`config.mk`:
```
export PLATFORM = sky130hd
export DESIGN_NAME = irq_group_combiner
export DESIGN_NICKNAME = d
export VERILOG_FILES = /design/src/rtl/irqc_pkg.sv /design/src/rtl/irqc_enable_bank.sv /design/src/rtl/irqc_lane_or.sv /design/src/rtl/irqc_reg_port.sv /design/src/rtl/irq_group_combiner.sv
export SDC_FILE = /design/constraint.sdc
export NUM_CORES = 1
export LEC_CHECK = 0
export BUFFER_PORTS_ARGS = -buffer_cell sky130_fd_sc_hd__buf_2
export CORE_ASPECT_RATIO = 1.1
export CORE_MARGIN = 2
export CORE_UTILIZATION = 40
export DETAILED_ROUTE_END_ITERATION = 7
export PLACE_DENSITY = 0.84
export SETUP_SLACK_MARGIN = 0.02
export SLEW_MARGIN = 20
export SYNTH_ARGS = -nofsm -noshare
export SYNTH_HDL_FRONTEND = slang
export SYNTH_SLANG_ARGS = --single-unit
```
`constraint.sdc`:
```
create_clock -name clk -period 1 [get_ports clk]
set_input_delay 0.15 -clock clk [delete_from_list [all_inputs] [get_ports clk]]
set_output_delay 0.15 -clock clk [all_outputs]
set_load 0.02 [all_outputs]
```
`src/rtl/irqc_pkg.sv`:
```
package irqc_pkg;
   localparam int OFF_EN_SET = 'h0;
   localparam int OFF_EN_CLR = 'h4;
   localparam int OFF_RSVD   = 'h8;
   localparam int OFF_STATUS = 'hC;
endpackage

```
`src/rtl/irqc_enable_bank.sv`:
```
module irqc_enable_bank #(
   parameter int WIDTH = 32
) (
   input  logic             clk,
   input  logic             rst_n,
   input  logic             set_stb,
   input  logic             clr_stb,
   input  logic [WIDTH-1:0] mask,
   output logic [WIDTH-1:0] en_q
);
   logic [WIDTH-1:0] set_bits;
   logic [WIDTH-1:0] clr_bits;
   logic [WIDTH-1:0] en_d;

   always_comb begin
      set_bits = set_stb ? mask : '0;
      clr_bits = clr_stb ? mask : '0;
      en_d     = (en_q | set_bits) & ~clr_bits;
   end

   always_ff @(posedge clk or negedge rst_n) begin
      if (!rst_n) en_q <= '0;
      else        en_q <= en_d;
   end


   reset_clears_chk: assert property (@(posedge clk) !rst_n |=> en_q == '0);

   set_takes_chk: assert property (@(posedge clk) disable iff (!rst_n)
      set_stb |=> (en_q & $past(mask)) == $past(mask));

   clr_takes_chk: assert property (@(posedge clk) disable iff (!rst_n)
      clr_stb |=> (en_q & $past(mask)) == '0);

   idle_hold_chk: assert property (@(posedge clk) disable iff (!rst_n)
      (!set_stb && !clr_stb) |=> $stable(en_q));
endmodule

```
`src/rtl/irqc_lane_or.sv`:
```
module irqc_lane_or #(
   parameter int GW      = 8,
   parameter bit REG_OUT = 1'b1
) (
   input  logic          clk,
   input  logic          rst_n,
   input  logic [GW-1:0] lane,
   output logic          any_o
);
   logic any_c;
   assign any_c = |lane;

   generate
      if (REG_OUT) begin : g_reg
         logic any_q;
         always_ff @(posedge clk or negedge rst_n) begin
            if (!rst_n) any_q <= 1'b0;
            else        any_q <= any_c;
         end
         assign any_o = any_q;
      end else begin : g_comb
         assign any_o = any_c;
      end
   endgenerate
endmodule

```
`src/rtl/irqc_reg_port.sv`:
```
module irqc_reg_port
   import irqc_pkg::*;
#(
   parameter int ADDR_W = 4,
   parameter int DATA_W = 32
) (
   input  logic [ADDR_W-1:0] addr,
   input  logic [DATA_W-1:0] wdata,
   input  logic              we,
   input  logic [DATA_W-1:0] en_i,
   input  logic [DATA_W-1:0] status_i,
   output logic [DATA_W-1:0] rdata,
   output logic              set_stb,
   output logic              clr_stb,
   output logic [DATA_W-1:0] mask
);
   logic hit_set, hit_clr, hit_stat;

   always_comb begin
      hit_set  = (addr == ADDR_W'(OFF_EN_SET));
      hit_clr  = (addr == ADDR_W'(OFF_EN_CLR));
      hit_stat = (addr == ADDR_W'(OFF_STATUS));
      set_stb  = we && hit_set;
      clr_stb  = we && hit_clr;
      mask     = wdata;
      if (hit_set || hit_clr) rdata = en_i;
      else if (hit_stat)      rdata = status_i;
      else                    rdata = '0;
   end
endmodule

```
`src/rtl/irq_group_combiner.sv`:
```
module irq_group_combiner #(
   parameter int NUM_GROUPS = 4,
   parameter int GROUP_W    = 8,
   parameter int ADDR_W     = 4,
   parameter int DATA_W     = 32,
   parameter bit REG_OUT    = 1'b1
) (
   input  logic                  clk,
   input  logic                  rst_n,
   input  logic [DATA_W-1:0]     irq_src,
   input  logic [ADDR_W-1:0]     reg_addr,
   input  logic [DATA_W-1:0]     reg_wdata,
   input  logic                  reg_we,
   output logic [DATA_W-1:0]     reg_rdata,
   output logic [NUM_GROUPS-1:0] irq_out
);
   localparam int SRC_W = NUM_GROUPS * GROUP_W;

   generate
      if (SRC_W != DATA_W) begin : g_bad_width
         $error("group lanes must exactly fill the register word");
      end
      if (ADDR_W < 4) begin : g_bad_addr
         $error("address too narrow for the register offsets");
      end
   endgenerate

   logic [DATA_W-1:0] en_q;
   logic [DATA_W-1:0] status;
   logic [DATA_W-1:0] mask;
   logic              set_stb, clr_stb;

   assign status = irq_src & en_q;

   irqc_reg_port #(.ADDR_W(ADDR_W), .DATA_W(DATA_W)) u_port (
      .addr(reg_addr), .wdata(reg_wdata), .we(reg_we),
      .en_i(en_q), .status_i(status), .rdata(reg_rdata),
      .set_stb(set_stb), .clr_stb(clr_stb), .mask(mask)
   );

   irqc_enable_bank #(.WIDTH(DATA_W)) u_bank (
      .clk(clk), .rst_n(rst_n), .set_stb(set_stb), .clr_stb(clr_stb),
      .mask(mask), .en_q(en_q)
   );

   generate
      for (genvar g = 0; g < NUM_GROUPS; g++) begin : g_lane
         irqc_lane_or #(.GW(GROUP_W), .REG_OUT(REG_OUT)) u_or (
            .clk(clk), .rst_n(rst_n),
            .lane(status[g*GROUP_W +: GROUP_W]),
            .any_o(irq_out[g])
         );
         if (REG_OUT) begin : g_chk

            lane_follow_chk: assert property (@(posedge clk) disable iff (!rst_n)
               1'b1 |=> irq_out[g] ==
                  ($past(irq_src[g*GROUP_W +: GROUP_W] & en_q[g*GROUP_W +: GROUP_W]) != '0));
         end
      end
   endgenerate
endmodule

```
==> impl_metrics.csv, run 1 <==
group,metric,value,unit
floorplan,die_h,76.5,µm
global_route,grt_max_degree,37,
global_route,grt_pass1_wl,9.99,mm
worst_setup_path,endpoint_kind,"output pin",
global_route,grt_usage,0.233,
worst_hold_path,whs_path_depth,2,
clock_network,clk_path_buf_depth,2,
yosys,synth_warnings,0,
cells_and_area,final_cells,383,
worst_setup_path,max_stage_delay,210,ps
worst_setup_path,r2r_slack,50,ps
sta,setup_tns,-7990,ps
routing,post-route-drc-count,0,
clock_network,cts_tree,"built",
placed_design,placed_area,0.00302,mm²
worst_hold_path,hold_path.class,"in -> reg",
worst_setup_path,cp-start-kind,"primary input",
routing,routed_wl,7.13,mm
floorplan,io_pins,107,
floorplan,start_util,0.413,
clock_network,cts.sinks,36,
worst_setup_path,cp_cell_sequence,"buf_8, nor3b_4, buf_6, clkbuf_16, a21oi_2, nor2b_4, buf_6",
yosys,yosys.area.top_type_share,0.472,
sta,relSlewSlack,0.763,
routing,firstDrtPassIters,4,
yosys,avgSynthCellArea,9.18,µm²
cells_and_area,drive_gt1_frac,0.694,
yosys,synth-seq-area-share,0.472,
yosys,netlist_top_cells_area,"dfrtp_1 47%, a21oi_1 17%, a31oi_1 10%, nor2b_1 10%, a22oi_1 6.3%",
sta,worst_pin_slew,354,ps
worst_setup_path,cp.buffers_inverters,4,
worst_setup_path,worstReg2RegEnd,"g_lane[2].u_or.any_o$_DFF_PN0_",
worst_setup_path,critical_path_arrival,1130,ps
worst_setup_path,rr_startpoint,"u_bank.en_q[17]$_DFF_PN0_",
placed_design,gp_congestion,0.805,
worst_setup_path,crit_family,"buffers and inverters",
clock_network,cts_root_buffer,"clkbuf_8",
clock_network,clk_pin_slew,80,ps
yosys,syn_inst,208,
power_and_ir_drop,irDropWorstVdd,1070,µV
routing,vias,2210,
worst_setup_path,crit_top_cell,"buf_6",
sta,fin_crit_sh,1.28,
sta,max_freq,780,MHz
global_route,grt_pass1_vias,2248,
power_and_ir_drop,p_leak,1.63,nW
cells_and_area,fillers,275,
worst_hold_path,min-delay-start,"reg_wdata[9]",
sta,whs,53.4,ps
placed_design,pre_cts_ws,-338,ps
cells_and_area,nets,397,
placed_design,dpl.hpwl,4.14,mm
yosys,syn-num-nets,279,
worst_setup_path,worstPathMaxFanout,4,
routing,detail_route.iter0.violations,120,
job,cap_violations,0,
yosys,syn-cell-area,0.00191,mm²
yosys,synth_cell_types,16,
routing,routedWlPerCell,18.6,µm
clock_network,htreeDepth,2,
global_route,grt_overflow_total,0,
sta,grt_setup_unrepaired,"true",
cells_and_area,area_delta_synth_final,95.8,%
sta,min_period,1280,ps
routing,ant_nets,0,
sta,skew,4.07,ps
status,violations,"negative setup slack",
sta,hold_viol_final,0,
cells_and_area,design_area,0.00374,mm²
status,status,"finished, violations left",
worst_hold_path,min_to,"u_bank.en_q[9]$_DFF_PN0_",
placed_design,port_buffers,106,
routing,via_per_inst,5.77,
sta,setup_ws,-281,ps
floorplan,fp.coreArea,0.00462,mm²
sta,finalSetupViolations,34,
global_route,antenna_found_initial,0,
power_and_ir_drop,power_density,1400,mW/mm²
floorplan,die_w,69.9,µm
sta,slew_violations,0,
placed_design,dp.cells,362,
worst_setup_path,required,850,ps
worst_setup_path,reg2regPathDepth,2,
clock_network,worstSkewPairLatency,280,ps
floorplan,fp-row-count,26,
worst_setup_path,path_class,"in -> out",
cells_and_area,num_antenna_cells,0,
floorplan,dieArea,0.00534,mm²
clock_network,cts_buffers,5,
yosys,ys_seq_elements,36,
yosys,synth_top_area_cell,"dfrtp_1",
worst_setup_path,crit_path_top_delay_cell,"nor3b_4",
## what timing repair did
item / in CTS / in global routing
setup endpoints to repair: 34 / 44
hold buffers: 1 / 0
pin swaps: 1 / 20
buffers inserted: 2 / 1
hold endpoints to repair: 36 / 0
gates resized for setup: 73 / 28
cloned: 2 / 7
## cell usage after synthesis
library cell and number:
nor2_1 1, a22oi_1 16, buf_4 4, nand4_1 4, nor4b_4 1, mux2i_1 1, dfrtp_1 36, buf_2 6
nand2_1 1, a21oi_1 63, clkbuf_1 10, inv_1 1, nor3b_2 1, a31oi_1 31, nor3_1 1, nor2b_1 31
## placed cells by master, fill, tap and decap left out, drive strengths merged
cell | synthesis | routed
nor2b | 31 | 31
a21oi | 63 | 63
clkbuf | 10 | 12
dlygate4sd3 | 0 | 1
nor2 | 1 | 1
nor3 | 1 | 1
bufinv | 0 | 1
nor4b | 1 | 1
nand4 | 4 | 4
nor3b | 1 | 1
buf | 10 | 124
mux2i | 1 | 1
nand2 | 1 | 1
dfrtp | 36 | 36
clkinv | 0 | 1
a22oi | 16 | 16
a31oi | 31 | 31
inv | 1 | 1
## through the flow
stage	total power, mW	utilization
2_1_floorplan	3.14	-
3_3_place_gp	3.59	0.653
3_5_place_dp	3.65	0.653
4_1_cts	5.08	0.743
5_1_grt	5.49	0.809
6_report	5.24	0.809
## state kept, by name, summed over array words and instances, names as in the netlist
signal	count
g_lane.u_or.any_o	4
u_bank.en_q	32
## where the power goes
group	switching [mW]	internal, mW
combinational	0.819	1.04
clock	0.521	0.740
sequential	0.330	1.79
total	1.67	3.57
## worst max path at each step
stage | slack (ps) | depth (start not counted) | endpoint | startpoint
final | -280 | 7 | reg_rdata[18] | reg_addr[0]
after global routing | -340 | 7 | reg_rdata[18] | reg_addr[0]
after CTS | -270 | 7 | reg_rdata[0] | reg_addr[0]
after detailed placement | -340 | 6 | reg_rdata[0] | reg_addr[1]
after global placement | -310 | 6 | reg_rdata[29] | reg_addr[1]
after floorplan | -150 | 5 | reg_rdata[10] | reg_addr[2]
## layer usage
metal  track usage  vias to the layer above  part of all wire
li1              -                     1022                 -
met1         0.276                     1082              0.37
met2         0.400                       91              0.56
met3        0.0622                       15             0.055
met4        0.0885                        0             0.022
met5             0                        -                 0
## logic make-up (layout without fill, tap and decap cells)
group,after synthesis,in the layout,synth area share
compound gates,110,110,0.330
simple gates,40,40,0.140
flops,36,36,0.472
buf+inv,21,140,0.0531
mux,1,1,0.00524
## area by class of cell
class | count | area (µm²) | share of cell area
clock inverter | 2 | 35.0 | 0.00937
multi-input combinational | 151 | 1440 | 0.385
inverter | 1 | 3.75 | 0.00100
sequential | 36 | 901 | 0.241
timing repair buffer | 131 | 1220 | 0.325
clock buffer | 6 | 72.6 | 0.0194
tap | 56 | 70.1 | 0.0187
(Power assumes the default switching activity.)
==> run 2: changes to the inputs <==
CORE_MARGIN = 1.5   (was 2)
==> impl_metrics.csv, run 2 (synthesis gave the netlist of run 1 again) <==
group,metric,value,unit
status,status,"finished, violations left",
status,violations,"negative setup slack",
cells_and_area,final_common_cell,"buf_2",
placed_design,gp_congestion,0.754,
worst_setup_path,endpoint_kind,"output pin",
worst_setup_path,cp.buffers_inverters,4,
worst_setup_path,r2r_slack,90,ps
power_and_ir_drop,power_density,1380,mW/mm²
cells_and_area,largest-register,"u_bank.en_q",
routing,post-route-drc-count,0,
job,cap_violations,0,
floorplan,die_h,75.5,µm
worst_setup_path,crit_path_top_delay_cell,"nor3b_4",
worst_setup_path,cp-start-kind,"primary input",
cells_and_area,num_antenna_cells,0,
routing,via_per_inst,5.80,
worst_setup_path,reg2regPathDepth,2,
sta,slew_violations,0,
worst_setup_path,crit_top_cell,"buf_6",
cells_and_area,fillers,303,
global_route,grt_max_degree,37,
worst_hold_path,whs_path_depth,2,
worst_setup_path,max_stage_delay,220,ps
worst_hold_path,min-delay-start,"reg_wdata[0]",
global_route,antenna_found_initial,0,
worst_setup_path,rr_startpoint,"u_bank.en_q[13]$_DFF_PN0_",
sta,max_freq,769,MHz
sta,fin_crit_sh,1.30,
clock_network,htreeDepth,2,
clock_network,cts.sinks,36,
floorplan,io_pins,107,
global_route,grt_pass1_vias,2042,
placed_design,pre_cts_ws,-351,ps
power_and_ir_drop,irDropWorstVdd,888,µV
sta,finalSetupViolations,32,
placed_design,dpl.hpwl,4.22,mm
cells_and_area,seq_area,901,µm²
clock_network,cts_root_buffer,"clkbuf_8",
sta,setup_ws,-301,ps
floorplan,fp-row-count,26,
routing,routedWlPerCell,18.2,µm
worst_setup_path,cp_cell_sequence,"buf_8, nor3b_4, buf_6, clkbuf_16, a21oi_2, nor2b_4, buf_6",
sta,grt_setup_unrepaired,"true",
cells_and_area,multi_input_area,0.00142,mm²
clock_network,clk_path_buf_depth,2,
routing,vias,2157,
cells_and_area,nets,389,
worst_hold_path,min_to,"u_bank.en_q[0]$_DFF_PN0_",
power_and_ir_drop,p_leak,1.52,nW
clock_network,cts_buffers,5,
routing,firstDrtPassIters,4,
worst_hold_path,hold_path.class,"in -> reg",
sta,skew,4.55,ps
worst_setup_path,crit_family,"buffers and inverters",
floorplan,die_w,68.9,µm
worst_setup_path,worstReg2RegEnd,"g_lane[1].u_or.any_o$_DFF_PN0_",
floorplan,dieArea,0.00520,mm²
cells_and_area,layout_common_cells,"70 x buf_2, 40 x a21oi_2, 37 x buf_6",
global_route,grt_usage,0.248,
global_route,grt_overflow_total,0,
cells_and_area,largest_reg_flops,32,
cells_and_area,drive_gt1_frac,0.671,
sta,hold_viol_final,0,
placed_design,port_buffers,106,
sta,relSlewSlack,0.773,
cells_and_area,area_delta_synth_final,83.9,%
worst_setup_path,required,850,ps
floorplan,start_util,0.413,
worst_setup_path,path_class,"in -> out",
routing,routed_wl,6.78,mm
worst_setup_path,worstPathMaxFanout,6,
clock_network,worstSkewPairLatency,290,ps
routing,detail_route.iter0.violations,115,
sta,min_period,1300,ps
floorplan,fp.coreArea,0.00462,mm²
clock_network,clk_pin_slew,60,ps
sta,setup_tns,-8370,ps
global_route,grt_pass1_wl,9.41,mm
routing,ant_nets,0,
clock_network,cts_tree,"built",
sta,worst_pin_slew,340,ps
worst_setup_path,critical_path_arrival,1150,ps
[run 2: cell types whose count changed in the layout (fill, tap and decap cells not counted), sizes merged]
cell,before,now
buf,124,121
bufinv,1,0
clkbuf,12,6
clkinv,1,0
[run 2: worst max path at each step]
stage	endpoint	cells after the start	start
final	reg_rdata[6]	7	reg_addr[1]
after global placement	reg_rdata[5]	6	reg_addr[1]
after floorplan	reg_rdata[10]	5	reg_addr[2]
after CTS	reg_rdata[4]	7	reg_addr[0]
after detailed placement	reg_rdata[19]	6	reg_addr[1]
after global routing	reg_rdata[16]	7	reg_addr[1]
[run 2: stage by stage]
step / instance area [µm²] / power [mW] / std cells / utilization / hold WS, ps
after floorplan: 2400 / 3.14 / 208 / - / -146
after global placement: 3000 / 3.59 / 361 / 0.649 / 125
after detailed placement: 3000 / 3.66 / 361 / 0.649 / 131
after CTS: 3310 / 4.71 / 370 / 0.716 / 44.5
after global routing: 3510 / 5.10 / 372 / 0.760 / 54.2
final: 3510 / 4.84 / 372 / 0.760 / 60.2
[run 2: worst reg2reg max path, delay by kind of cell, from the launching register on]
family          cells  cell delay [ps]
compound gates      1              240
flops               1              410
simple gates        1              120
[run 2: layout make-up]
class / instances / area share
inverter: 1 / 0.00107
timing repair buffer: 123 / 0.299
multi-input combinational: 151 / 0.404
clock buffer: 5 / 0.0196
tap: 56 / 0.0200
sequential: 36 / 0.257
[run 2: what timing repair did]
item                                    4_1_cts  5_1_grt
hold buffers                                  1        0
resized for setup                            55       39
gates cloned                                  2        1
endpoints found under the hold margin        36        0
endpoints found under the setup margin       32       37
pin swaps                                     2       12
setup buffers                                 2        1
[run 2: where the power goes]
| group | internal (mW) | switching [mW] |
|---|---|---|
| sequential | 1.79 | 0.324 |
| clock | 0.448 | 0.472 |
| combinational | 0.999 | 0.812 |
| total | 3.24 | 1.61 |
[run 2: layer usage]
metal | track usage | wire length (µm) | up-vias
met5 | 0 | 0 | -
met4 | 0.0784 | 136 | 0
met3 | 0.0561 | 381 | 15
met2 | 0.426 | 3660 | 91
met1 | 0.308 | 2600 | 1048
li1 | - | - | 1003
